$ cat src/rtl/cc_timer16.sv
module cc_timer16 #(
  parameter int CNT_W = 16,
  parameter int PRE_W = 11
) (
  input  logic        clk,
  input  logic        rst_n,
  input  logic        wr_en,
  input  logic [2:0]  addr,
  input  logic [15:0] wdata,
  output logic [15:0] rdata,
  input  logic        ext_clk_i,
  input  logic        cap_i,
  output logic        tout_o,
  output logic        irq_tmr_o,
  output logic        irq_cap_o
);

  logic             run_q, ie_q;
  logic [2:0]       sel_q;
  logic [1:0]       mode_q, pol_q;
  logic [CNT_W-1:0] cmp_q, cnt_q, cap_q;
  logic [PRE_W-1:0] pre_q, mask;
  logic             tflag_q, cflag_q, tout_q;
  logic [2:0]       ext_sh, cap_sh;

  wire ctrl_wr  = wr_en && addr == 3'd0;
  wire flag_wr  = wr_en && addr == 3'd4;
  wire soft_clr = ctrl_wr && wdata[1];

  wire ext_rise = ext_sh[1] & ~ext_sh[2];
  wire cap_rise = cap_sh[1] & ~cap_sh[2];
  wire cap_fall = ~cap_sh[1] & cap_sh[2];

  wire cmp_mode = mode_q[0] == mode_q[1];
  wire cap_evt  = !cmp_mode && ((pol_q[1] && cap_rise) || (pol_q[0] && cap_fall));

  always_comb begin
    case (sel_q)
      3'd1:    mask = PRE_W'(1);
      3'd2:    mask = PRE_W'(3);
      3'd3:    mask = PRE_W'(7);
      3'd4:    mask = PRE_W'(31);
      3'd5:    mask = PRE_W'(127);
      3'd6:    mask = PRE_W'(511);
      default: mask = PRE_W'(2047);
    endcase
  end

  wire tick  = (sel_q == 3'd0) ? ext_rise : ((pre_q & mask) == mask);
  wire match = run_q && tick && cmp_mode && cnt_q == cmp_q && !soft_clr;

  always_ff @(posedge clk or negedge rst_n) begin
    if (!rst_n) begin
      ext_sh <= '0;
      cap_sh <= '0;
    end else begin
      ext_sh <= {ext_sh[1:0], ext_clk_i};
      cap_sh <= {cap_sh[1:0], cap_i};
    end
  end

  always_ff @(posedge clk or negedge rst_n) begin
    if (!rst_n) begin
      run_q  <= 1'b0;
      sel_q  <= '0;
      mode_q <= '0;
      pol_q  <= '0;
      ie_q   <= 1'b0;
      cmp_q  <= '0;
    end else if (ctrl_wr) begin
      run_q  <= wdata[0];
      sel_q  <= wdata[4:2];
      mode_q <= wdata[6:5];
      pol_q  <= wdata[8:7];
      ie_q   <= wdata[9];
    end else if (wr_en && addr == 3'd1) begin
      cmp_q  <= wdata[CNT_W-1:0];
    end
  end

  always_ff @(posedge clk or negedge rst_n) begin
    if (!rst_n)      pre_q <= '0;
    else if (!run_q) pre_q <= '0;
    else             pre_q <= pre_q + 1'b1;
  end

  always_ff @(posedge clk or negedge rst_n) begin
    if (!rst_n)                          cnt_q <= '0;
    else if (soft_clr)                   cnt_q <= '0;
    else if (cap_evt && mode_q == 2'b10) cnt_q <= '0;
    else if (match)                      cnt_q <= '0;
    else if (run_q && tick)              cnt_q <= cnt_q + 1'b1;
  end

  always_ff @(posedge clk or negedge rst_n) begin
    if (!rst_n)       cap_q <= '0;
    else if (cap_evt) cap_q <= cnt_q;
  end

  always_ff @(posedge clk or negedge rst_n) begin
    if (!rst_n) begin
      tflag_q <= 1'b0;
      cflag_q <= 1'b0;
      tout_q  <= 1'b0;
    end else begin
      tflag_q <= (match && ie_q) || (tflag_q && !(flag_wr && wdata[0]));
      cflag_q <= cap_evt || (cflag_q && !(flag_wr && wdata[1]));
      if (!run_q)     tout_q <= 1'b0;
      else if (match) tout_q <= ~tout_q;
    end
  end

  always_comb begin
    case (addr)
      3'd0:    rdata = {6'd0, ie_q, pol_q, mode_q, sel_q, 1'b0, run_q};
      3'd1:    rdata = 16'(cmp_q);
      3'd2:    rdata = 16'(cnt_q);
      3'd3:    rdata = 16'(cap_q);
      3'd4:    rdata = {14'd0, cflag_q, tflag_q};
      default: rdata = '0;
    endcase
  end

  assign tout_o    = tout_q;
  assign irq_tmr_o = tflag_q;
  assign irq_cap_o = cflag_q;

endmodule

$ cat config.mk
export PLATFORM = sky130hd
export DESIGN_NAME = cc_timer16
export DESIGN_NICKNAME = d
export VERILOG_FILES = /design/src/rtl/cc_timer16.sv
export SDC_FILE = /design/constraint.sdc
export NUM_CORES = 1
export LEC_CHECK = 0
export ABC_AREA = 1
export BUFFER_PORTS_ARGS = -buffer_cell sky130_fd_sc_hd__buf_2
export CORE_MARGIN = 1
export CORE_UTILIZATION = 30
export DETAILED_ROUTE_END_ITERATION = 7
export GPL_ROUTABILITY_DRIVEN = 0
export PLACE_DENSITY = 0.47
export SLEW_MARGIN = 5
export SYNTH_ARGS = -nofsm -noshare
export SYNTH_HDL_FRONTEND = slang
export SYNTH_SLANG_ARGS = --single-unit
$ cat constraint.sdc
create_clock -name clk -period 2 [get_ports clk]
set_input_delay 0.4 -clock clk [delete_from_list [all_inputs] [get_ports clk]]
set_output_delay 0.4 -clock clk [all_outputs]
set_load 0.1 [all_outputs]
==> impl_metrics.csv <==
group,metric,value,unit
outcome,outcome,"finished, final reports clean",
flow_run,cap_violations,0,
setup_path,r2r_slack,0.15,ns
hold_path,worstHoldEndpoint,"ext_sh[0]",
logic_synthesis,synth.largest_area_cell,"dfrtp_1",
place,dp.cells,838,
logic_synthesis,yosys.cell_types.count,37,
global_route,grtUsageMet2,27.66,%
setup_path,cp_max_fo,10,
cts,clock_path_buffers,2,
logic_synthesis,yosysWarningCount,0,
finish,final-seq-area,1931,um2
detailed_routing,vias_per_cell,4.726,
logic_synthesis,postSynthAreaPerCell,7.392,um2
logic_synthesis,ys.flop_type,"dfrtp_1",
pwr,irDropWorstVdd,0.4863,mV
timing,slew_violations,0,
cts,cts_root_buf,"clkbuf_16",
timing,min_period_over_period,98.32,%
setup_path,crit_required,1.60,ns
pwr,power,5.116,mW
detailed_routing,drt_pass1_iterations,4,
logic_synthesis,ys_seq_elements,77,
global_route,track_usage,17.44,%
finish,multi_input_area,2341,um2
logic_synthesis,synth_area,4487,um2
logic_synthesis,synth.top_cell.area_share,42.94,%
pwr,powerDensity,862.9,nW/um2
setup_path,cp_slowest_stage_delay,0.34,ns
timing,max_freq,508.5,MHz
die,die_w,124.3,um
detailed_routing,vias,4060,
timing,setup_tns,0,ns
setup_path,crit_start,"addr[1]",
detailed_routing,drt_iter0_drc,177,
timing,timing.final.ws_setup,0.03352,ns
detailed_routing,final_antenna_net_count,0,
logic_synthesis,syn-instance-count,607,
hold_path,worstHoldStart,"ext_clk_i",
timing,fin_worst_skew,0.006714,ns
cts,h-tree-depth,3,
logic_synthesis,yosysSeqAreaShare,42.94,%
hold_path,hold_depth,1,
global_route,grt_overflow,0,
setup_path,crit_path_top_delay_cell,"a221o_1",
cts,cts.sinks,77,
cts,clkLatencyLatePin,0.35,ns
timing,maxSlewHeadroom,67.87,%
setup_path,crit_path_end_kind,"output pin",
logic_synthesis,synth_enable_flop_cells,0,
setup_path,startpoint_type,"primary input",
timing,whs,0.1572,ns
global_route,met3_usage,4.338,%
detailed_routing,drc,0,
cts,numCtsBuffers,9,
detailed_routing,drt_wl_total,12.62,mm
die,pin_count,43,
global_route,antenna_found_initial,0,
cts,clk_pin_slew,0.06,ns
die,dieArea,15450,um2
cts,cts_tree,"built",
setup_path,cp.arrival,1.57,ns
logic_synthesis,synth_nets,634,
place,dp_slack,-0.1521,ns
place,place_area,5455,um2
place,io_buffer_count,42,
setup_path,r2r_cells,11,
setup_path,worstPathCellList,"buf_2 -> inv_1 -> nor3_4 -> inv_2 -> o22ai_1 -> a221o_1 -> buf_12",
setup_path,worstReg2RegStart,"mode_q[1]",
die,placementRows,44,
finish,stdcell_area,5928,um2
hold_path,min-delay-path-class,"primary input to flop",
finish,syn_to_final_growth,32.13,%
setup_path,crit-reg2reg-capture,"cnt_q[0]",
finish,fin_util,40.63,%
timing,grt_setup_unrepaired,"yes",
detailed_routing,wl_per_cell,14.69,um
logic_synthesis,yosys-top-cells-area,"dfrtp_1 43%, nand2_1 15%, inv_1 6.4%",
die,start_util,30.75,%
finish,instances_no_fill,859,
finish,diodes,0,
die,coreArea,14590,um2
logic_synthesis,synthArstFlopShare,100.0,%
place,hpwlAfterDp,9.779,mm
finish,fill_cells,1532,
finish,layout-drive-gt1-share,23.41,%
global_route,grt_max_degree,34,
die,die-height,124.3,um
pwr,p_leak,2.849,nW
timing,period_minus_slack,1.966,ns
setup_path,criticalPathCategory,"primary input to output pin",
global_route,grt_pass1_wl,21.22,mm
timing,tightest_slew,0.4853,ns
finish,fin_nets,697,
timing,setup_viol,0,
timing,hold_viol,0,
global_route,use_met1,23.24,%
global_route,grt.busiest_layer,"met2",
global_route,first_global_vias,4077,
## cells in the mapped netlist, types with 5 or more instances
cell	number
nand2_1	174
dfrtp_1	77
inv_1	77
nor2_1	56
o21ai_0	46
a21oi_1	26
nand3_1	25
nand2_2	12
inv_2	11
nand3_2	11
xor2_1	11
nor3_1	10
clkbuf_1	9
nand4_1	9
o22ai_1	8
o221ai_1	6
nand2_4	5
## how the worst max path moves through the flow
stage                           end  slack [ns]  cells past startpoint
after floorplan            rdata[2]       -0.42                      3
after global placement    rdata[10]       -0.11                      6
after detailed placement  rdata[10]       -0.15                      6
after CTS                  rdata[7]      0.0003                      8
after global routing       rdata[7]       -0.02                      7
final                      rdata[7]        0.03                      7
## placed cells by master (no fill, tap or decap), types with 12 or more instances in the layout
cell type and instances:
nor2_1 55, buf_4 19, nand3_1 25, buf_12 21
a21oi_1 26, dfrtp_1 74, inv_1 75, nand2_2 12
o21ai_0 40, buf_2 25, nand2_1 173
## layer usage
metal / part of all wire [%] / wire (um)
met1: 47 / 5989
met5: 0 / 0
met2: 47 / 5909
met4: 1.8 / 222
met3: 4.0 / 499
## logic make-up (layout without fill, tap and decap cells)
group	after synthesis	in the layout	share of synthesized area [%]
and+or+nand+nor	315	315	32.63
xor gates and xnor gates	12	12	2.342
AOI/OAI and AO/OA	94	94	11.71
adders and majority gates	3	3	0.8367
DFF	77	77	42.94
buffers and inverters	106	174	9.537
## area by class of cell
| class | count | area share [%] |
|---|---|---|
| Timing Repair Buffer | 69 | 12.35 |
| Inverter | 89 | 5.762 |
| Clock buffer | 9 | 3.799 |
| Clock inverter | 7 | 2.153 |
| Tap cell | 184 | 3.883 |
| Multi-Input combinational cell | 424 | 39.49 |
| Sequential cell | 77 | 32.57 |
## critical path, delay by kind of cell
family / cells / cell delay (ns)
buffers and inverters: 4 / 0.65
AND/OR/NAND/NOR: 1 / 0.06
AO/OA/AOI/OAI: 2 / 0.46
## registers in the layout (all words and copies together) (netlist names)
name / cells
cap_q: 16
cmp_q: 16
cnt_q: 16
pre_q: 11
cap_sh: 3
ext_sh: 3
sel_q: 3
mode_q: 2
pol_q: 2
ie_q: 1
irq_cap_o: 1
irq_tmr_o: 1
run_q: 1
tout_o: 1
## power breakdown
group	internal [mW]	switching [mW]	total [mW]
registers	1.71	0.141	1.86
clock network	1.24	0.702	1.94
logic	0.441	0.876	1.32
total	3.40	1.72	5.12
## timing repair
action                                  4_1_cts  5_1_grt
endpoints found under the setup margin       15       15
hold buffers                                  1        0
buffers inserted                              1        3
endpoints found under the hold margin        26        0
resized for setup                            12       12
pin swaps                                     1        4
Power figures use the tool's default switching activity.
